$ cat src/rtl/sync_burst_bus.sv
module sync_burst_bus #(
  parameter int DATA_W     = 32,
  parameter int ADDR_W     = 16,
  parameter int FIRST_LAT  = 40,
  parameter int NEXT_LAT   = 4,
  parameter int GAP        = 2,
  parameter int SINGLE_LAT = 2
) (
  input  logic                 clk,
  input  logic                 rst_n,
  input  logic                 go,
  input  logic [1:0]           go_mode,
  input  logic [ADDR_W-1:0]    go_addr,
  output logic                 bus_valid,
  output logic [2*DATA_W-1:0]  bus_data,
  output logic                 cap_valid,
  output logic [2*DATA_W-1:0]  cap_data,
  output logic [2:0]           cap_idx,
  output logic                 done,
  output logic [5:0]           txn_len,
  output logic                 proto_err
);
  localparam int BUS_W    = 2 * DATA_W;
  localparam int WPB      = BUS_W / DATA_W;
  localparam int GRP_W    = 4;
  localparam int BEATS    = GRP_W / WPB;
  localparam int MAX_GRPS = 4;
  localparam int LAST_BLK = FIRST_LAT + (MAX_GRPS - 1) * NEXT_LAT + BEATS + GAP;
  localparam int LAST_SGL = SINGLE_LAT + GAP;
  localparam int LAST_MAX = (LAST_BLK > LAST_SGL) ? LAST_BLK : LAST_SGL;
  localparam int CNT_W    = $clog2(LAST_MAX + 2);
  localparam int GW       = $clog2(MAX_GRPS + 1);
  localparam int BW       = (BEATS > 1) ? $clog2(BEATS) : 1;
  localparam int BUFW     = $clog2(GRP_W);
  localparam int IDX_W    = $clog2(MAX_GRPS * BEATS);
  localparam logic [7:0] TAG = 8'hC3;

  function automatic logic [GW-1:0] ngrp(input logic [1:0] m);
    return m[1] ? GW'(MAX_GRPS) : GW'(1);
  endfunction

  function automatic logic [CNT_W-1:0] last_of(input logic [1:0] m);
    if (m == 2'b00) return CNT_W'(LAST_SGL);
    return CNT_W'(FIRST_LAT + (int'(ngrp(m)) - 1) * NEXT_LAT + BEATS + GAP);
  endfunction

  function automatic logic [DATA_W-1:0] word_at(input logic [ADDR_W-1:0] a);
    return DATA_W'({a, TAG});
  endfunction

  // responder
  logic              rs_busy, rs_send;
  logic [CNT_W-1:0]  rs_cnt, rs_tmr;
  logic [1:0]        rs_mode;
  logic [ADDR_W-1:0] rs_addr;
  logic [GW-1:0]     rs_fg;
  logic [BW-1:0]     rs_beat;
  logic [DATA_W-1:0] rs_buf [GRP_W];
  logic [BW-1:0]     last_beat;

  assign last_beat = (rs_mode == 2'b00) ? '0 : BW'(BEATS - 1);

  always_ff @(posedge clk or negedge rst_n) begin
    if (!rst_n) begin
      rs_busy   <= 1'b0;
      rs_send   <= 1'b0;
      rs_cnt    <= '0;
      rs_tmr    <= '0;
      rs_mode   <= '0;
      rs_addr   <= '0;
      rs_fg     <= '0;
      rs_beat   <= '0;
      proto_err <= 1'b0;
      for (int j = 0; j < GRP_W; j++) rs_buf[j] <= '0;
    end else begin
      proto_err <= go && rs_busy;
      if (!rs_busy) begin
        if (go) begin
          rs_busy <= 1'b1;
          rs_cnt  <= CNT_W'(1);
          rs_mode <= go_mode;
          rs_addr <= go_addr;
          rs_fg   <= '0;
          rs_send <= 1'b0;
          rs_tmr  <= (go_mode == 2'b00) ? CNT_W'(SINGLE_LAT - 2) : CNT_W'(FIRST_LAT - 1);
        end
      end else begin
        rs_cnt <= rs_cnt + 1'b1;
        if (rs_cnt == last_of(rs_mode)) rs_busy <= 1'b0;
        if (rs_send) begin
          if (rs_beat == last_beat) rs_send <= 1'b0;
          rs_beat <= rs_beat + 1'b1;
        end
        if (rs_fg < ngrp(rs_mode)) begin
          if (rs_tmr == '0) begin
            for (int j = 0; j < GRP_W; j++)
              rs_buf[j] <= word_at(rs_addr + ADDR_W'(rs_fg) * ADDR_W'(GRP_W) + ADDR_W'(j));
            rs_fg   <= rs_fg + 1'b1;
            rs_send <= 1'b1;
            rs_beat <= '0;
            rs_tmr  <= CNT_W'(NEXT_LAT - 1);
          end else begin
            rs_tmr <= rs_tmr - 1'b1;
          end
        end
      end
    end
  end

  assign bus_valid = rs_send;

  always_comb begin
    bus_data = '0;
    if (rs_send)
      for (int w = 0; w < WPB; w++)
        if (rs_mode != 2'b00 || w == 0)
          bus_data[w*DATA_W +: DATA_W] = rs_buf[BUFW'(int'(rs_beat) * WPB + w)];
  end

  // requester
  logic              rq_busy, rq_hit;
  logic [CNT_W-1:0]  rq_cnt, rel;
  logic [1:0]        rq_mode;
  logic [IDX_W-1:0]  rq_idx;

  assign rel = rq_cnt - CNT_W'(FIRST_LAT + 1);

  always_comb begin
    rq_hit = 1'b0;
    rq_idx = '0;
    if (rq_mode == 2'b00) begin
      rq_hit = (rq_cnt == CNT_W'(SINGLE_LAT));
    end else if (rq_cnt >= CNT_W'(FIRST_LAT + 1)) begin
      if ((rel % CNT_W'(NEXT_LAT)) < CNT_W'(BEATS) &&
          (rel / CNT_W'(NEXT_LAT)) < CNT_W'(ngrp(rq_mode))) begin
        rq_hit = 1'b1;
        rq_idx = IDX_W'((rel / CNT_W'(NEXT_LAT)) * CNT_W'(BEATS) + rel % CNT_W'(NEXT_LAT));
      end
    end
  end

  always_ff @(posedge clk or negedge rst_n) begin
    if (!rst_n) begin
      rq_busy   <= 1'b0;
      rq_cnt    <= '0;
      rq_mode   <= '0;
      cap_valid <= 1'b0;
      cap_data  <= '0;
      cap_idx   <= '0;
      done      <= 1'b0;
      txn_len   <= '0;
    end else begin
      cap_valid <= 1'b0;
      done      <= 1'b0;
      if (!rq_busy) begin
        if (go) begin
          rq_busy <= 1'b1;
          rq_cnt  <= CNT_W'(1);
          rq_mode <= go_mode;
        end
      end else begin
        rq_cnt <= rq_cnt + 1'b1;
        if (rq_hit) begin
          cap_valid <= 1'b1;
          cap_data  <= bus_data;
          cap_idx   <= 3'(rq_idx);
        end
        if (rq_cnt == last_of(rq_mode)) begin
          rq_busy <= 1'b0;
          done    <= 1'b1;
          txn_len <= 6'(rq_cnt + 1'b1);
        end
      end
    end
  end

  p_valid_in_txn_r2: assert property (@(posedge clk) disable iff (!rst_n)
    bus_valid |-> rs_busy);
  p_err_on_busy_start_r7: assert property (@(posedge clk) disable iff (!rst_n)
    (go && rs_busy) |=> proto_err);
  p_no_err_when_free_r8: assert property (@(posedge clk) disable iff (!rst_n)
    (go && !rs_busy) |=> !proto_err);
  p_sample_on_beat_r9: assert property (@(posedge clk) disable iff (!rst_n)
    (rq_busy && rq_hit) |-> bus_valid);
  p_sides_agree_r6: assert property (@(posedge clk) disable iff (!rst_n)
    rs_busy == rq_busy);
  p_len_legal_r6: assert property (@(posedge clk) disable iff (!rst_n)
    done |-> (int'(txn_len) == LAST_SGL + 1 || int'(txn_len) == LAST_BLK + 1 ||
              int'(txn_len) == FIRST_LAT + BEATS + GAP + 1));
endmodule

$ cat config.mk
export PLATFORM = sky130hd
export DESIGN_NAME = sync_burst_bus
export DESIGN_NICKNAME = d
export VERILOG_FILES = /design/src/rtl/sync_burst_bus.sv
export SDC_FILE = /design/constraint.sdc
export NUM_CORES = 1
export LEC_CHECK = 0
export ABC_AREA = 1
export BUFFER_PORTS_ARGS = -buffer_cell sky130_fd_sc_hd__buf_2
export CORE_ASPECT_RATIO = 0.7
export CORE_MARGIN = 5
export CORE_UTILIZATION = 25
export DETAILED_ROUTE_END_ITERATION = 12
export SLEW_MARGIN = 20
export SYNTH_ARGS = -nofsm -noshare
export SYNTH_HDL_FRONTEND = slang
export SYNTH_SLANG_ARGS = --single-unit
$ cat constraint.sdc
create_clock -name clk -period 2.13 [get_ports clk]
set_input_delay 0.3195 -clock clk [delete_from_list [all_inputs] [get_ports clk]]
set_output_delay 0.3195 -clock clk [all_outputs]
set_load 0.05 [all_outputs]
==> reports/metrics.yaml, run 1 <==
status: "finished, violations left"
violations: "negative setup slack"
drt-initial-drc-count: 603
hold_depth: 3
fin_tns_setup_ns: -0.492
avgSynthCellArea_um2: 7.99
grt_pass1_vias: 7121
p_clk_share_pct: 18.9
leakagePower_nw: 5.93
design.core.area_mm2: 0.0346
rsz0062_at_grt: "true"
powerDensity_mw_per_mm2: 1360
arrival_ns: 2.52
clock.fmax_ghz: 0.453
grt_use_met2_pct: 17.6
syn_to_final_growth_pct: 34.1
post-route-util_pct: 33.9
dpl.hpwl_um: 19700
drc: 0
syn_inst: 1094
finalPower_w: 0.0160
hp-class: "input pin to register"
power_frac_seq_pct: 29.4
fillCellCount: 3561
slew_headroom_pct: 60.5
placed_area_mm2: 0.0102
min_period_ns: 2.21
gp_congestion: 0.896
ys_warn_count: 0
rows: 57
worst-setup-path-type: "register to register"
synth-seq-cells: 154
r2r_slack_ns: -0.08
drt-wirelength-per-cell_um: 15.2
drv_slew: 0
clk_path_buf_depth: 2
worstSkewPairLatency_ns: 0.43
layout.nets: 1332
combPwrFrac_pct: 51.7
die_area_mm2: 0.0389
drt_pass1_iterations: 5
dp_cells: 1712
stdcell_count: 1776
crit_required_ns: 2.44
final_antenna_net_count: 0
use_met1_pct: 21.7
r2r_end: "rs_buf[87]$_DFFE_PN0P_"
switching_share_pct: 46.0
grt_busiest_layer: "met1"
antenna_found_initial: 0
p_int_w: 0.00863
hold_violations: 0
min_from: "go_addr[4]"
globalRouteOverflowTotal: 0
routed-via-count: 7660
p_switching_w: 0.00736
met3_usage_pct: 2.86
worst_pin_slew_ns: 0.592
cp-start-kind: "register"
portBuffers: 113
dieWidth_um: 234
ys_seq_area_share_pct: 44.1
r2r_cells: 13
cts_buffers: 17
drive_gt1_share_pct: 34.5
grt_usage_pct: 13.3
fin_ws_ns: -0.0783
multi_input_area_mm2: 0.00447
start_util_pct: 25.3
yosysUniqueCellTypes: 52
die_h_um: 166
top_level_ports: 162
cts_sinks: 154
ctsRootBufferMaster: "clkbuf_16"
syn-cell-area_mm2: 0.00874
endpoint_kind: "register"
setup_violations: 27
fin_skew_ns: 0.0122
design_area_mm2: 0.0117
grt_start_max_net_pins: 54
cts_tree: "built"
yosys_most_used_dff: "dfrtp_1"
max-cap-violations: 0
cts.clk_slew.worst_paths_ns: 0.06
peakVddDrop_mv: 0.573
crit_path_max_fanout: 6
h-tree-depth: 4
synth_edf_count: 0
async_reset_ff_share_pct: 100
vias_per_cell: 4.31
hold-path-endpoint: "rs_addr[4]$_DFFE_PN0P_"
seqCellArea_mm2: 0.00385
wl_um: 27000
final.period_utilization_pct: 104
n_antenna_cell: 0
worstReg2RegStart: "rs_addr[2]$_DFFE_PN0P_"
grt_pass1_wl_um: 41100
metrics by stage:
| stage | setup slack [ns] | hold slack (ns) |
|---|---|---|
| final | -0.0783 | 0.116 |
| after global routing | -0.177 | 0.134 |
| after CTS | -0.0384 | 0.106 |
| after detailed placement | -0.101 | 0.339 |
| after global placement | -0.0797 | 0.330 |
| after floorplan | 0.000249 | 0.0239 |
worst max-delay path, stage by stage, from the launching register on:
cell and delay (ns):
dfrtp_1 0.38, ha_2 0.21, fa_2 0.38, nand2_2 0.11, nand2_2 0.07, nand4_1 0.12, nand2_4 0.12, inv_4 0.10
nand2_4 0.07, nor2_8 0.21, buf_12 0.13, nand3_2 0.06, nand2_1 0.06, nand3_1 0.06
Yosys cell counts, types with 6 or more instances:
master    number  area [um^2]
nor2_1        55          206
buf_4         63          473
buf_2          9         45.0
buf_6          6         67.6
dfrtp_1      154         3850
nor2_4         7         78.8
nand3_1       64          320
nand2_1      298         1120
o21ai_2       12          105
ha_1          19          238
clkbuf_1      17         63.8
o22ai_1        8         50.1
a21oi_1       35          175
inv_2         13         48.8
nand4_1       11         68.8
inv_1         99          372
nor2_2        10         62.6
nand2_2       31          194
xor2_1        14          123
o21ai_1       12         60.1
o21ai_0       95          475
cells in the final DEF (no fill, tap or decap), drive strengths merged, types with 4 or more instances in the layout:
cell type,n
dfrtp,154
nor3,10
clkbuf,35
inv,120
conb,48
nand4,13
buf,210
o22ai,8
a21oi,36
xnor2,4
ha,19
clkinv,5
or2,4
xor2,15
nor2,74
o21ai,119
nand3,69
a31oi,5
nand2,333
worst max path at each step:
stage                           start  cells past startpoint                     end
2_1_floorplan   bus_valid$_DFFE_PN0P_                      3            bus_data[11]
3_3_place_gp   rs_addr[2]$_DFFE_PN0P_                      9  rs_buf[87]$_DFFE_PN0P_
3_5_place_dp   rs_addr[2]$_DFFE_PN0P_                      9  rs_buf[87]$_DFFE_PN0P_
4_1_cts          rs_fg[0]$_DFFE_PN0P_                     11  rs_buf[81]$_DFFE_PN0P_
5_1_grt        rs_addr[2]$_DFFE_PN0P_                     13  rs_buf[83]$_DFFE_PN0P_
6_report       rs_addr[2]$_DFFE_PN0P_                     13  rs_buf[87]$_DFFE_PN0P_
routing by layer:
layer | vias up | wire length (um)
met1 | 3611 | 14100
met2 | 216 | 11000
met3 | 24 | 1550
met4 | 0 | 292
li1 | 3809 | -
met5 | - | 0
cell type report:
type                       count  share of cell area (%)
multi-input combinational    775                    38.1
sequential                   154                    32.9
timing repair buffer         227                    15.2
tap                          472                    5.03
inverter                     116                    3.91
clock buffer                  19                    3.78
clock inverter                13                    1.12
power groups by stage:
| stage | Clock [W] | Sequential (W) | Combinational (W) |
|---|---|---|---|
| 3_5_place_dp | 0 | 0.00469 | 0.00720 |
| 3_3_place_gp | 0 | 0.00466 | 0.00715 |
| 6_report | 0.00302 | 0.00470 | 0.00826 |
| 4_1_cts | 0.00310 | 0.00465 | 0.00746 |
| 2_1_floorplan | 0 | 0.00506 | 0.00442 |
| 5_1_grt | 0.00324 | 0.00484 | 0.00903 |
state kept, by name (all words and copies together) (netlist names), 2 cells and up:
register and flops:
rs_buf 63, rq_mode 2, cap_idx 3, rq_cnt 6, rs_addr 16, rs_fg 3
rs_tmr 6, cap_data 34, rs_mode 2, rs_cnt 6, txn_len 6
kinds of logic after synthesis:
| family | count (synthesis) | share of synthesized area (%) |
|---|---|---|
| buf+inv | 212 | 12.5 |
| simple gates | 506 | 26.8 |
| other cells | 1 | 0.0429 |
| flops | 154 | 44.1 |
| mux | 2 | 0.229 |
| compound gates | 180 | 11.4 |
| xor+xnor | 19 | 1.99 |
| fa+ha+maj | 20 | 2.95 |
repair_timing:
item / 4_1_cts / 5_1_grt
pin swaps: 13 / 26
cloned: 0 / 7
buffers inserted: 10 / 14
hold buffers: 1 / 0
endpoints found under the setup margin: 94 / 100
hold endpoints to repair: 48 / 0
resized for setup: 57 / 125
No activity file was read; power rests on OpenSTA's default activity.
==> run 2, diff against run 1 <==
- CELL_PAD_IN_SITES_DETAIL_PLACEMENT: unset -> 0
- CELL_PAD_IN_SITES_GLOBAL_PLACEMENT: unset -> 1
- PLACE_DENSITY_LB_ADDON: unset -> 0.1
==> run 2 against run 1 <==
The flow still finishes with violations (negative setup slack); global-route usage increased by 1.1 points; hold slack got worse by 0.034 ns; die area unchanged; wire length increased by 10%; final cell count increased by 1.5%; critical path depth decreased by 4; power increased by 9.6%; utilization increased by 2.5 points; critical path type is now register to output port.
==> reports/metrics.yaml, run 2 (synthesis gave the netlist of run 1 again) <==
clk_path_buf_depth: 2  # unchanged
largest_register_ffs: 63  # unchanged
die_h_um: 166  # unchanged
cp-start-kind: "register"
r2r_end: "rs_buf[17]$_DFFE_PN0P_"
h-tree-depth: 4  # unchanged
hold_depth: 3  # unchanged
min_from: "go_addr[3]"
peakVddDrop_mv: 0.531  # -7.5%
post-route-util_pct: 36.4  # +2.5 points
reg_top3: "rs_buf x63, cap_data x34, rs_addr x16"
design_area_mm2: 0.0126  # +7.4%
drv_slew: 0  # unchanged
drt_pass1_iterations: 4  # -1
hold-path-endpoint: "rs_addr[3]$_DFFE_PN0P_"
cts.clk_slew.worst_paths_ns: 0.07  # about the same
drt-initial-drc-count: 485  # -20%
grt_usage_pct: 14.4  # +1.1 points
globalRouteOverflowTotal: 0  # unchanged
drt-wirelength-per-cell_um: 16.5  # +8.7%
drive_gt1_share_pct: 39.8  # +5.3 points
design.core.area_mm2: 0.0346  # unchanged
top_level_ports: 162  # unchanged
crit_required_ns: 1.81  # -0.63 ns
regMostFlops: "rs_buf"
n_antenna_cell: 0  # unchanged
finalPower_w: 0.0175  # +9.6%
endpoint_kind: "output port"
worstSkewPairLatency_ns: 0.44  # about the same
status: "finished, violations left"
powerDensity_mw_per_mm2: 1390  # +2.1%
min_period_ns: 2.19  # -0.0143 ns
dieWidth_um: 234  # unchanged
r2r_cells: 9  # -4
final.period_utilization_pct: 103  # -0.67 points
start_util_pct: 25.3  # unchanged
antenna_found_initial: 0  # unchanged
rows: 57  # unchanged
fin_tns_setup_ns: -0.143  # +0.350 ns
max-cap-violations: 0  # unchanged
wl_um: 29700  # +10%
worstReg2RegStart: "rs_addr[2]$_DFFE_PN0P_"
final_cell_mix: "235 x nand2_1, 150 x dfrtp_1, 108 x buf_4, 85 x inv_1, 79 x o21ai_0"
routed-via-count: 7660  # unchanged
layout_commonest_cell: "nand2_1"
fin_skew_ns: 0.0133  # +0.00109 ns
layout.nets: 1358  # +2.0%
gp_congestion: 0.808  # -9.8%
placed_area_mm2: 0.0103  # +0.81%
setup_violations: 6  # -78%
syn_to_final_growth_pct: 44.1
crit_path_max_fanout: 8  # +2
clock.fmax_ghz: 0.456  # +0.65%
vias_per_cell: 4.25  # -1.4%
worst-setup-path-type: "register to output port"
cts_buffers: 17  # unchanged
grt_pass1_vias: 7352  # +3.2%
hp-class: "input pin to register"
rsz0062_at_grt: "true"
ctsRootBufferMaster: "clkbuf_16"
grt_pass1_wl_um: 43600  # +6.1%
dp_cells: 1725  # +0.76%
grt_start_max_net_pins: 62  # +15%
drc: 0  # unchanged
arrival_ns: 1.87  # -0.65 ns
cts_sinks: 154  # unchanged
final_antenna_net_count: 0  # unchanged
die_area_mm2: 0.0389  # unchanged
cts_tree: "built"
fin_ws_ns: -0.0640  # +0.0143 ns
portBuffers: 113  # unchanged
r2r_slack_ns: -0.02  # +0.06 ns
violations: "negative setup slack"
hold_violations: 0  # unchanged
leakagePower_nw: 6.24  # +5.3%
dpl.hpwl_um: 20800  # +5.3%
stdcell_count: 1802  # +1.5%
[run 2: changes by cell type in the layout (fill, tap and decap cells not counted), sizes merged]
cell,change
bufinv,+4
buf,+27
inv,-2
clkinvlp,+1
clkinv,-1
clkbuf,-4
nand2,+1
[run 2: power breakdown]
part	total (W)	internal [W]	switching, W
Sequential	0.00472	0.00395	0.000765
Clock	0.00351	0.00210	0.00141
Combinational	0.00929	0.00356	0.00574
Total	0.0175	0.00961	0.00791
[run 2: repair_timing]
action / in CTS / in global routing
hold buffers: 1 / 0
gates resized for setup: 85 / 224
pin swaps: 14 / 54
setup endpoints to repair: 57 / 99
buffers inserted: 7 / 24
endpoints found under the hold margin: 36 / 0
gates cloned: 0 / 13
[run 2: final cells by class]
cell class | instances | area [um^2]
sequential | 154 | 3860
timing repair buffer | 252 | 2230
inverter | 116 | 475
fill | 3608 | 22000
clock buffer | 17 | 425
multi-input combinational | 776 | 4780
tap | 472 | 591
clock inverter | 15 | 233
[run 2: layer usage]
metal | part of all wire, % | track usage, % | up-vias | wire length, um
met3 | 3.5 | 2.88 | 11 | 1050
li1 | - | - | 3865 | -
met1 | 54 | 23.3 | 3661 | 16100
met2 | 41 | 19.4 | 123 | 12300
met4 | 0.73 | 3.06 | 0 | 217
met5 | 0 | 0 | - | 0
[run 2: worst max path at each step]
stage,from,to,slack (ns),depth (start not counted)
floorplan,bus_valid$_DFFE_PN0P_,bus_data[11],0.0002,3
global route,rs_mode[1]$_DFFE_PN0P_,bus_data[52],-0.16,9
global placement,rs_addr[2]$_DFFE_PN0P_,rs_buf[51]$_DFFE_PN0P_,-0.15,14
detailed placement,rs_addr[2]$_DFFE_PN0P_,rs_buf[51]$_DFFE_PN0P_,-0.17,14
CTS,rs_addr[2]$_DFFE_PN0P_,rs_buf[17]$_DFFE_PN0P_,-0.06,12
finish,rs_mode[1]$_DFFE_PN0P_,bus_data[52],-0.06,9
[run 2: per-stage QoR]
stage | hold slack [ns] | worst slack [ns]
2_1_floorplan | 0.0239 | 0.000249
3_3_place_gp | 0.275 | -0.152
3_5_place_dp | 0.282 | -0.172
4_1_cts | 0.0610 | -0.0574
5_1_grt | 0.0733 | -0.156
6_report | 0.0822 | -0.0640
[run 2: critical path: stages (launching register included)]
cell       delay, ns
dfrtp_1         0.40
buf_6           0.14
nor2_4          0.13
nor2_4          0.07
buf_12          0.13
clkbuf_16       0.18
buf_12          0.14
nand2_8         0.06
inv_2           0.03
buf_6           0.14
